<file path="src/rtl/vid_timing_pkg.sv">
`timescale 1ns/1ps
package vid_timing_pkg;

  // Kind of the current raster line, chosen once per line at the wrap.
  typedef enum logic [1:0] {
    KIND_VSYNC  = 2'd0,
    KIND_BLANK  = 2'd1,
    KIND_ACTIVE = 2'd2
  } lineKind_t;

  // Strobes from the line control to the pixel datapath.
  typedef struct packed {
    logic fetch;   // read request for one buffer word
    logic load;    // returned word goes into the shifter
    logic shift;   // last clock of a pixel, advance to the next bit
    logic window;  // current cycle lies inside the pixel window
  } pixStrobe_t;

endpackage

</file>
<file path="src/rtl/vid_line_ctrl.sv">
`timescale 1ns/1ps
module vid_line_ctrl
  import vid_timing_pkg::*;
#(
  parameter int LINE_CYCLES     = 1905,
  parameter int HSYNC_CYCLES    = 141,
  parameter int VSYNC_CYCLES    = 1764,
  parameter int BURST_START     = 150,
  parameter int LINES_PER_FRAME = 262,
  parameter int VSYNC_LINES     = 3,
  parameter int ACTIVE_FIRST    = 40,
  parameter int ACTIVE_LINES    = 200,
  parameter int PIX_LOG2        = 8,
  parameter int WORD_LOG2       = 5,
  parameter int DIV_LOG2        = 2,
  localparam int ROW_W          = $clog2(ACTIVE_LINES),
  localparam int WORDS_LOG2     = PIX_LOG2 - WORD_LOG2,
  localparam int ADDR_W         = ROW_W + WORDS_LOG2
) (
  input  logic              clk,
  input  logic              rst,
  output pixStrobe_t        strobe,
  output logic [ADDR_W-1:0] rdAddr,
  output logic              syncN,
  output logic              frameStart
);

  localparam int HPOS_W     = $clog2(LINE_CYCLES + 1);
  localparam int LINE_W     = $clog2(LINES_PER_FRAME);
  localparam int WC_LOG2    = WORD_LOG2 + DIV_LOG2;
  localparam int WORDS      = 1 << WORDS_LOG2;
  localparam int WORD_CYC   = 1 << WC_LOG2;
  localparam int WINDOW_CYC = (1 << PIX_LOG2) << DIV_LOG2;

  localparam logic [HPOS_W-1:0] LAST_POS    = HPOS_W'(LINE_CYCLES - 1);
  localparam logic [HPOS_W-1:0] HS_WIDTH    = HPOS_W'(HSYNC_CYCLES);
  localparam logic [HPOS_W-1:0] VS_WIDTH    = HPOS_W'(VSYNC_CYCLES);
  localparam logic [HPOS_W-1:0] FETCH_FIRST = HPOS_W'(BURST_START - 2);
  localparam logic [HPOS_W-1:0] FETCH_END   = HPOS_W'(BURST_START - 2 + WORDS * WORD_CYC);
  localparam logic [HPOS_W-1:0] WIN_FIRST   = HPOS_W'(BURST_START);
  localparam logic [HPOS_W-1:0] WIN_END     = HPOS_W'(BURST_START + WINDOW_CYC);
  localparam logic [HPOS_W-1:0] WC_MASK     = HPOS_W'(WORD_CYC - 1);
  localparam logic [HPOS_W-1:0] DIV_MASK    = HPOS_W'((1 << DIV_LOG2) - 1);
  localparam logic [LINE_W-1:0] LAST_LINE   = LINE_W'(LINES_PER_FRAME - 1);
  localparam logic [ROW_W-1:0]  LAST_ROW    = ROW_W'(ACTIVE_LINES - 1);

  function automatic lineKind_t kindOf(input logic [LINE_W-1:0] n);
    if (int'(n) < VSYNC_LINES)
      return KIND_VSYNC;
    else if (int'(n) >= ACTIVE_FIRST && int'(n) < ACTIVE_FIRST + ACTIVE_LINES)
      return KIND_ACTIVE;
    else
      return KIND_BLANK;
  endfunction

  logic [HPOS_W-1:0] hPos;
  logic [LINE_W-1:0] lineNo;
  logic [LINE_W-1:0] nextLine;
  logic [ROW_W-1:0]  rowIdx;
  lineKind_t         kind;
  logic [HPOS_W-1:0] pulseW;

  // Line-kind state machine: the pulse width is picked by the state,
  // while both pulse edges come from compares on hPos.
  always_comb begin
    nextLine = (lineNo == LAST_LINE) ? '0 : lineNo + LINE_W'(1);
    pulseW   = (kind == KIND_VSYNC) ? VS_WIDTH : HS_WIDTH;
  end

  always_ff @(posedge clk) begin
    if (rst) begin
      hPos       <= '0;
      lineNo     <= '0;
      rowIdx     <= '0;
      kind       <= kindOf('0);
      syncN      <= 1'b1;
      frameStart <= 1'b0;
    end else begin
      syncN      <= (hPos >= pulseW);
      frameStart <= (hPos == '0) && (lineNo == '0);
      if (hPos == LAST_POS) begin
        hPos   <= '0;
        lineNo <= nextLine;
        kind   <= kindOf(nextLine);
        if (kind == KIND_ACTIVE)
          rowIdx <= (rowIdx == LAST_ROW) ? '0 : rowIdx + ROW_W'(1);
      end else begin
        hPos <= hPos + HPOS_W'(1);
      end
    end
  end

  // Burst compare points: fetches lead the window by two counter steps.
  logic                  isActive;
  logic                  inFetch;
  logic                  inWin;
  logic [HPOS_W-1:0]     fetchOff;
  logic [HPOS_W-1:0]     pixOff;
  logic [WORDS_LOG2-1:0] wordIdx;

  always_comb begin
    isActive = (kind == KIND_ACTIVE);
    fetchOff = hPos - FETCH_FIRST;
    pixOff   = hPos - WIN_FIRST;
    inFetch  = isActive && (hPos >= FETCH_FIRST) && (hPos < FETCH_END);
    inWin    = isActive && (hPos >= WIN_FIRST) && (hPos < WIN_END);
    wordIdx  = WORDS_LOG2'(fetchOff >> WC_LOG2);

    strobe.fetch  = inFetch && ((fetchOff & WC_MASK) == '0);
    strobe.load   = inFetch && ((fetchOff & WC_MASK) == HPOS_W'(1));
    strobe.shift  = inWin && ((pixOff & DIV_MASK) == DIV_MASK);
    strobe.window = inWin;

    rdAddr = {rowIdx, wordIdx};
  end


  line_wrap_chk: assert property (@(posedge clk) disable iff (rst)
    (hPos == LAST_POS) |=> (hPos == '0));


  hsync_end_chk: assert property (@(posedge clk) disable iff (rst)
    (kind != KIND_VSYNC && hPos == HS_WIDTH) |=> syncN);


  vsync_long_chk: assert property (@(posedge clk) disable iff (rst)
    (kind == KIND_VSYNC && hPos == HS_WIDTH) |=> !syncN);


  frame_pulse_chk: assert property (@(posedge clk) disable iff (rst)
    frameStart |=> !frameStart);


  fetch_single_chk: assert property (@(posedge clk) disable iff (rst)
    strobe.fetch |=> !strobe.fetch);

endmodule

</file>
<file path="src/rtl/vid_pixel_path.sv">
`timescale 1ns/1ps
module vid_pixel_path
  import vid_timing_pkg::*;
#(
  parameter int WORD_LOG2 = 5,
  localparam int WORD_BITS = 1 << WORD_LOG2
) (
  input  logic                 clk,
  input  logic                 rst,
  input  pixStrobe_t           strobe,
  input  logic [WORD_BITS-1:0] rdData,
  output logic                 videoOut
);

  logic [WORD_BITS-1:0] shifter;

  // A fresh word wins over the shift of the previous word's last pixel.
  always_ff @(posedge clk) begin
    if (rst) begin
      shifter  <= '0;
      videoOut <= 1'b0;
    end else begin
      videoOut <= strobe.window & shifter[WORD_BITS-1];
      if (strobe.load)
        shifter <= rdData;
      else if (strobe.shift)
        shifter <= {shifter[WORD_BITS-2:0], 1'b0};
    end
  end


  dark_outside_chk: assert property (@(posedge clk) disable iff (rst)
    !strobe.window |=> !videoOut);


  word_capture_chk: assert property (@(posedge clk) disable iff (rst)
    strobe.load |=> (shifter == $past(rdData)));

endmodule

</file>
<file path="src/rtl/vid_timing_gen.sv">
`timescale 1ns/1ps
module vid_timing_gen
  import vid_timing_pkg::*;
#(
  parameter int LINE_CYCLES     = 1905,
  parameter int HSYNC_CYCLES    = 141,
  parameter int VSYNC_CYCLES    = 1764,
  parameter int BURST_START     = 150,
  parameter int LINES_PER_FRAME = 262,
  parameter int VSYNC_LINES     = 3,
  parameter int ACTIVE_FIRST    = 40,
  parameter int ACTIVE_LINES    = 200,
  parameter int PIX_LOG2        = 8,
  parameter int WORD_LOG2       = 5,
  parameter int DIV_LOG2        = 2,
  localparam int WORD_BITS      = 1 << WORD_LOG2,
  localparam int ADDR_W         = $clog2(ACTIVE_LINES) + PIX_LOG2 - WORD_LOG2
) (
  input  logic                 clk,
  input  logic                 rst,
  output logic                 rdEn,
  output logic [ADDR_W-1:0]    rdAddr,
  input  logic [WORD_BITS-1:0] rdData,
  output logic                 syncN,
  output logic                 videoOut,
  output logic                 frameStart
);

  pixStrobe_t strobe;

  vid_line_ctrl #(
    .LINE_CYCLES    (LINE_CYCLES),
    .HSYNC_CYCLES   (HSYNC_CYCLES),
    .VSYNC_CYCLES   (VSYNC_CYCLES),
    .BURST_START    (BURST_START),
    .LINES_PER_FRAME(LINES_PER_FRAME),
    .VSYNC_LINES    (VSYNC_LINES),
    .ACTIVE_FIRST   (ACTIVE_FIRST),
    .ACTIVE_LINES   (ACTIVE_LINES),
    .PIX_LOG2       (PIX_LOG2),
    .WORD_LOG2      (WORD_LOG2),
    .DIV_LOG2       (DIV_LOG2)
  ) u_ctrl (
    .clk       (clk),
    .rst       (rst),
    .strobe    (strobe),
    .rdAddr    (rdAddr),
    .syncN     (syncN),
    .frameStart(frameStart)
  );

  vid_pixel_path #(
    .WORD_LOG2(WORD_LOG2)
  ) u_path (
    .clk     (clk),
    .rst     (rst),
    .strobe  (strobe),
    .rdData  (rdData),
    .videoOut(videoOut)
  );

  assign rdEn = strobe.fetch;

endmodule

</file>
<file path="config.mk">
export PLATFORM = sky130hd
export DESIGN_NAME = vid_timing_gen
export DESIGN_NICKNAME = d
export VERILOG_FILES = /design/src/rtl/vid_timing_pkg.sv /design/src/rtl/vid_line_ctrl.sv /design/src/rtl/vid_pixel_path.sv /design/src/rtl/vid_timing_gen.sv
export SDC_FILE = /design/constraint.sdc
export NUM_CORES = 1
export LEC_CHECK = 0
export BUFFER_PORTS_ARGS = -buffer_cell sky130_fd_sc_hd__buf_2
export CAP_MARGIN = 30
export CELL_PAD_IN_SITES_DETAIL_PLACEMENT = 0
export CELL_PAD_IN_SITES_GLOBAL_PLACEMENT = 2
export CORE_MARGIN = 2
export CORE_UTILIZATION = 32
export CTS_CLUSTER_SIZE = 12
export DETAILED_ROUTE_END_ITERATION = 6
export GPL_TIMING_DRIVEN = 0
export PLACE_DENSITY_LB_ADDON = 0.1
export SYNTH_ARGS = -nofsm -noshare
export SYNTH_HDL_FRONTEND = slang
export SYNTH_HIERARCHICAL = 1
export SYNTH_SLANG_ARGS = --single-unit
</file>
<file path="constraint.sdc">
create_clock -name clk -period 2.3 [get_ports clk]
set_input_delay 0.115 -clock clk [delete_from_list [all_inputs] [get_ports clk]]
set_output_delay 0.115 -clock clk [all_outputs]
set_load 0.01 [all_outputs]
</file>
# [Yosys cells after proc, flatten, opt, wreduce, memory -nomap -nowiden]
# Index checks and enable logic that the tools add are counted.
[classes] muxes=7 eq_ne=6 magnitude_cmp=8 addsub=5 reduce_logical=16 n_bitwise=1
[op_table] operator="$mux 32" n=2
[op_table] operator="$ge 11x8->1 const B" n=2
[op_table] operator="$logic_not 11->1" n=2
[op_table] operator="$lt 11x11->1 const B" n=2
[op_table] operator="$add 11x1->11 const B" n=1
[op_table] operator="$eq 11x11->1 const B" n=1
[op_table] operator="$ge 11x11->1" n=1
[op_table] operator="$mux 11" n=1
[op_table] operator="$sub 10x8->10 const B" n=1
[op_table] operator="$add 9x1->9 const B" n=1
[op_table] operator="$eq 9x9->1 const B" n=1
[op_table] operator="$ge 9x6->1 const B" n=1
[op_table] operator="$logic_and 1x1->1" n=9
[op_table] operator="$logic_not 9->1" n=1
[op_table] operator="$lt 9x2->1 const B" n=1
[op_table] operator="$lt 9x8->1 const B" n=1
[op_table] operator="$mux 9" n=1
[op_table] operator="$add 8x1->8 const B" n=1
[op_table] operator="$eq 8x8->1 const B" n=1
[op_table] operator="$mux 8" n=1
[op_table] operator="$eq 7x1->1 const B" n=1
[op_table] operator="$eq 2x2->1 const B" n=2
[op_table] operator="$mux 2" n=2
[op_table] operator="$logic_not 2->1" n=1
[op_table] operator="5 further kinds" n=5
[totals] input_bits=34 wordCells=51 reg_bits=65 out_inout_bits=15

# [Longest topological paths before layout]
[depth] depth_word=6 mapped_depth=10 ltp_nobuf=8

# [Hierarchy]
# The synthesis kept the hierarchy.
[modules_own_cells] mod="vid_line_ctrl" seq_area_each_um2=640.6 area_each_um2=2013.2 cells_each=250 instances=1
[modules_own_cells] mod="vid_pixel_path" seq_area_each_um2=660.6 area_each_um2=1694.1 cells_each=146 instances=1

# [Worst setup path before layout]
# OpenSTA, ideal clock, no wires.
[synth_path] path_type="register -> register" start="register u_ctrl.kind[1]" end="register u_ctrl.syncN" synth_period_minus_slack_ps=2437 slack_ps=-137 path_buffers=0 setup_time_ps=120 required_ps=2180 stages_incl_launch_ff=9 arrival_ps=2318 cell_sequence="dfxtp_1 > or2_2 > ha_1 > or3b_2 > a311o_1 > a21o_1 > a21oi_1 > o21ai_0 > a211o_1"
[synth_via] elab_chain_len=3
[synth_lines] item="from (decl)" line_no="vid_line_ctrl.sv:60" text="lineKind_t kind;"
[synth_lines] item="from (signal assigned)" line_no="vid_line_ctrl.sv:75" text="kind <= kindOf('0);"
[synth_lines] item="from (signal assigned)" line_no="vid_line_ctrl.sv:84" text="kind <= kindOf(nextLine);"
[synth_lines] item="$logic_not 2->1" line_no="vid_line_ctrl.sv:67" text="pulseW = (kind == KIND_VSYNC) ? VS_WIDTH : HS_WIDTH;"
[synth_lines] item="$mux 11" line_no="vid_line_ctrl.sv:67"
[synth_lines] item="$ge 11x11->1" line_no="vid_line_ctrl.sv:79" text="syncN <= (hPos >= pulseW);"
[synth_lines] item="to (signal assigned)" line_no="vid_line_ctrl.sv:79"
[synth_lines] item="to (decl)" line_no="vid_line_ctrl.sv:24" text="output logic syncN,"
# No other way between the ends.
# A chain may end at the register's enable or synchronous reset.

# [Worst setup path after layout]
# Ends and elaborated chain as after synthesis.

==> metrics list <==
- The run finished with clean final reports.
* Sequential area share after synthesis: 35.1%
- Avg Cell Area, Syn: 9.36 um2
- Final setup violation count: 0
* DRT Pass-1 Iters: 4
* CTS H-tree lvls: 3
- For this run the aggregate overflow at the end of global routing stands at 0.
- Peak supply drop: 248 uV
* Summed area of non-filler cells in the final layout: 4770 um2
- TritonCTS clock tree: built
- Maximum single-stage delay on the critical path: 350 ps
* Total Nets Final: 511
- Initial DRC Count: 76
* Antenna diode count: 0
- After synthesis the cells add up to 3710 um2.
- In this run the count of I/O pins placed on the die edge is 49.
* Total number of yosys warnings: 6
- TritonCTS created 9 clock buffers.
- The die is 112 um tall.
- Clock-pin slew was measured on the worst setup and hold paths at 50 ps.
- The count of buffers added on input and output ports is 47.
* Area growth syn-to-layout: 28.7%
- Wire length of the first global-routing pass: 14300 um
- Power per cell area: 564 nW/um2
* Most instantiated flip-flop cell in the synthesis netlist: sky130_fd_sc_hd__dfxtp_1
- Average wire length per cell after detail routing: 14.0 um
* Distinct cell type count of the synthesized netlist: 49
- Buffers inserted to repair hold after CTS numbered 0.
- In the finished design, the share of the clock period the worst path needs comes to 98.2%.
- Once the floorplan was initialized, standard cells occupied 32.6% of the core.
- DP Worst Slack: -638 ps
- Clock Sink Count: 65
* Unrepaired setup endpoints after global routing: true
- Clock root cell: sky130_fd_sc_hd__clkbuf_16
- After layout, the worst setup slack is 40.6 ps.
- The core region is 11400 um2.
* Minimum period implied by the final worst setup slack: 2260 ps
* Die outline area: 12500 um2
- Clock skew after layout: 3.34 ps
* Number of nets in the synthesized netlist: 443
* Maximum number of pins on one net before global-route repair: 12
- Highest-delay cell along the critical path: sky130_fd_sc_hd__or3b_4
- Max Clock Freq: 443 MHz
- Start-to-end type of the worst setup path: reg -> reg
- The share of synthesized area in the top cell type comes to 35.1%.
- By area the synthesized netlist is led by sky130_fd_sc_hd__dfxtp_1, sky130_fd_sc_hd__a211oi_2, sky130_fd_sc_hd__mux2i_1.
- Endpoint type of the worst setup path: flop
- Hold violation count in the final report: 0
- Number of synthesized register bits: 65
- Global placer's final weighted congestion: 0.741
- Number of synthesized flops with an enable pin: 0
* Total leakage power: 1.79 nW
* Slew at the pin closest to its max-slew limit: 555 ps
- After detailed routing, the number of remaining DRC violations is 0.
- The max-slew violation total from the final report came to 0.
- Startpoint kind of the worst setup timing path: flop
- Post-synthesis async set-or-reset flop share: 0%
- Classification of the worst-slack hold path: in -> reg
* Most area-hungry cell type in the Yosys netlist: sky130_fd_sc_hd__dfxtp_1
- Ordered cell list for the critical path: or2_4 -> ha_4 -> or3b_4 -> a311o_1 -> a21o_1 -> a21oi_2 -> o21ai_1 -> a211o_1
- The HPWL after detailed placement is 5910 um.
- At the worst endpoint, the required time is 2520 ps.
- The number of global-route vias before repair is 2924.
- Via density per instance: 4.82
- Filler Cell Count: 1160
* Fraction of layout instances using a drive strength above 1: 37.5%
* Row count: 39
- Once placement finished, the instance area stood at 4120 um2.
* Clk buf depth: 2
- Wire length reported by the detailed router: 8570 um
- Once detail routing completed, the nets flagged for antenna violations numbered 0.
- Global routing usage summed across all routing layers: 14.2%
- Total via count after detailed routing: 2950
* Die boundary width: 112 um
- Max-cap violations in this run came to 0.
- Cells after synthesis: 396
- The clock reaches the later pin of the worst-skew pair after 330 ps.
- Data on the critical path arrives at its endpoint at 2480 ps.
- The number of antenna violations at the first check in global routing came to 0.
- Along the worst path, the maximum fanout reaches 2.
* Slew HR: 63.0%
worst max-delay path: cells and delay by family (launching register included):
kind                     cells  cell delay [ps]
AND/OR/NAND/NOR              2              610
adder cells (fa/ha/maj)      1              210
AO/OA/AOI/OAI                5             1020
flip-flops                   1              320
power breakdown:
part | leakage (nW) | total (mW) | switching, mW | internal (mW)
clock network | 0.151 | 1.44 | 0.517 | 0.925
logic | 1.11 | 0.109 | 0.0594 | 0.0496
registers | 0.528 | 1.14 | 0.00681 | 1.13
total | 1.79 | 2.69 | 0.583 | 2.11
stage by stage:
stage / util [%] / cells / power (mW) / hold slack [ps] / TNS [ps]
6_report: 42.0 / 612 / 2.69 / 43.2 / 0
5_1_grt: 42.0 / 612 / 2.79 / 41.0 / -46.4
3_3_place_gp: 36.3 / 586 / 1.26 / 389 / -22400
4_1_cts: 40.7 / 611 / 2.74 / 28.3 / -9.77
2_1_floorplan: - / 396 / 1.21 / 260 / 0
3_5_place_dp: 36.3 / 586 / 1.26 / 386 / -20390
layout make-up:
cell class	count	area [um2]	area share, %
multi-input combinational	288	2330	48.9
sequential	65	1320	27.6
timing repair buffer	63	355	7.45
clock buffer	12	267	5.58
buffer	27	229	4.80
tap	143	179	3.75
clock inverter	4	50.0	1.05
inverter	10	42.5	0.891
cell usage in the layout (no fill, tap or decap), types with 3 or more instances in the layout:
| cell | synthesis | layout |
|---|---|---|
| sky130_fd_sc_hd__nor4_1 | 4 | 4 |
| sky130_fd_sc_hd__buf_6 | 3 | 5 |
| sky130_fd_sc_hd__nand2_1 | 19 | 18 |
| sky130_fd_sc_hd__nor3_1 | 7 | 3 |
| sky130_fd_sc_hd__or3_1 | 6 | 4 |
| sky130_fd_sc_hd__a31oi_1 | 3 | 3 |
| sky130_fd_sc_hd__nand2b_1 | 3 | 3 |
| sky130_fd_sc_hd__buf_4 | 5 | 25 |
| sky130_fd_sc_hd__clkbuf_16 | 0 | 9 |
| sky130_fd_sc_hd__a21oi_1 | 14 | 13 |
| sky130_fd_sc_hd__mux2i_1 | 32 | 32 |
| sky130_fd_sc_hd__and3_1 | 3 | 3 |
| sky130_fd_sc_hd__xor2_1 | 11 | 11 |
| sky130_fd_sc_hd__buf_12 | 3 | 3 |
| sky130_fd_sc_hd__buf_2 | 8 | 52 |
| sky130_fd_sc_hd__ha_4 | 0 | 3 |
| sky130_fd_sc_hd__a211oi_2 | 30 | 30 |
| sky130_fd_sc_hd__clkbuf_8 | 0 | 3 |
| sky130_fd_sc_hd__xnor2_1 | 14 | 14 |
| sky130_fd_sc_hd__clkbuf_1 | 13 | 4 |
| sky130_fd_sc_hd__nor2b_2 | 0 | 6 |
| sky130_fd_sc_hd__nand3_1 | 9 | 8 |
| sky130_fd_sc_hd__dfxtp_2 | 0 | 5 |
| sky130_fd_sc_hd__or4_1 | 3 | 3 |
| sky130_fd_sc_hd__nor3_4 | 1 | 4 |
| sky130_fd_sc_hd__dfxtp_1 | 65 | 58 |
| sky130_fd_sc_hd__nor2b_1 | 32 | 26 |
| sky130_fd_sc_hd__o21ai_0 | 7 | 5 |
| sky130_fd_sc_hd__nand4_1 | 4 | 4 |
| sky130_fd_sc_hd__inv_1 | 10 | 7 |
| sky130_fd_sc_hd__nor2_1 | 39 | 38 |
| sky130_fd_sc_hd__ha_1 | 13 | 10 |
| sky130_fd_sc_hd__and4_1 | 3 | 3 |
| sky130_fd_sc_hd__a21o_1 | 3 | 3 |
state kept, by name, summed over array words and instances (netlist names):
name	flops
u_ctrl/lineNo	9
u_ctrl/syncN	1
u_ctrl/hPos	11
u_path/videoOut	1
u_ctrl/kind	2
u_ctrl/rowIdx	8
u_ctrl/frameStart	1
u_path/shifter	32
repair_timing:
item / in CTS / in global routing
endpoints found under the setup margin: 51 / 40
pin swaps: 13 / 12
gates resized for setup: 33 / 42
setup buffers: 11 / 5
path summary, 6_finish.rpt:
path | from | to | slack (ps) | cells after the start
setup / recovery | u_ctrl/kind[1]$_SDFFE_PP0P_ | u_ctrl/syncN$_SDFF_PP1_ | 40 | 8
hold / removal | rst | u_path/shifter[29]$_SDFFE_PP0P_ | 40 | 2
setup reg to reg | u_ctrl/kind[1]$_SDFFE_PP0P_ | u_ctrl/syncN$_SDFF_PP1_ | 40 | 8
hold reg to reg | u_path/shifter[31]$_SDFFE_PP0P_ | u_path/videoOut$_SDFF_PP0_ | 450 | 2
kinds of logic after synthesis:
| family | after synthesis | share of synthesized area, % |
|---|---|---|
| buf+inv | 43 | 7.09 |
| compound gates | 67 | 16.3 |
| simple gates | 149 | 22.0 |
| mux | 34 | 9.25 |
| fa+ha+maj | 13 | 4.39 |
| xor+xnor | 25 | 5.91 |
| flops | 65 | 35.1 |
layer usage:
metal  track usage, %  up-vias  wire, um
li1                 -     1524         -
met1             18.2     1379      4140
met2             23.1       37      4020
met3             2.61       10       244
met4             6.91        0       167
met5                0        -         0
Yosys cell counts, types with 2 or more instances:
cell type,number
sky130_fd_sc_hd__nand2_1,19
sky130_fd_sc_hd__nor4_1,4
sky130_fd_sc_hd__and3_1,3
sky130_fd_sc_hd__o21ai_0,7
sky130_fd_sc_hd__or3_1,6
sky130_fd_sc_hd__a31oi_1,3
sky130_fd_sc_hd__inv_1,10
sky130_fd_sc_hd__mux2_2,2
sky130_fd_sc_hd__nand3b_1,2
sky130_fd_sc_hd__xor2_1,11
sky130_fd_sc_hd__nor2_1,39
sky130_fd_sc_hd__dfxtp_1,65
sky130_fd_sc_hd__nand4_1,4
sky130_fd_sc_hd__and4_1,3
sky130_fd_sc_hd__or2_2,2
sky130_fd_sc_hd__nor3_1,7
sky130_fd_sc_hd__buf_6,3
sky130_fd_sc_hd__a21oi_1,14
sky130_fd_sc_hd__and2_1,3
sky130_fd_sc_hd__buf_4,5
sky130_fd_sc_hd__a211oi_2,30
sky130_fd_sc_hd__nand3_1,9
sky130_fd_sc_hd__buf_2,8
sky130_fd_sc_hd__nand2b_1,3
sky130_fd_sc_hd__a2111oi_0,2
sky130_fd_sc_hd__xnor2_1,14
sky130_fd_sc_hd__nor2b_1,32
sky130_fd_sc_hd__a21o_1,3
sky130_fd_sc_hd__buf_12,3
sky130_fd_sc_hd__or4_1,3
sky130_fd_sc_hd__mux2i_1,32
sky130_fd_sc_hd__ha_1,13
sky130_fd_sc_hd__clkbuf_1,13
sky130_fd_sc_hd__nor3b_1,4
Note: power is estimated with default switching activity, not from simulation.
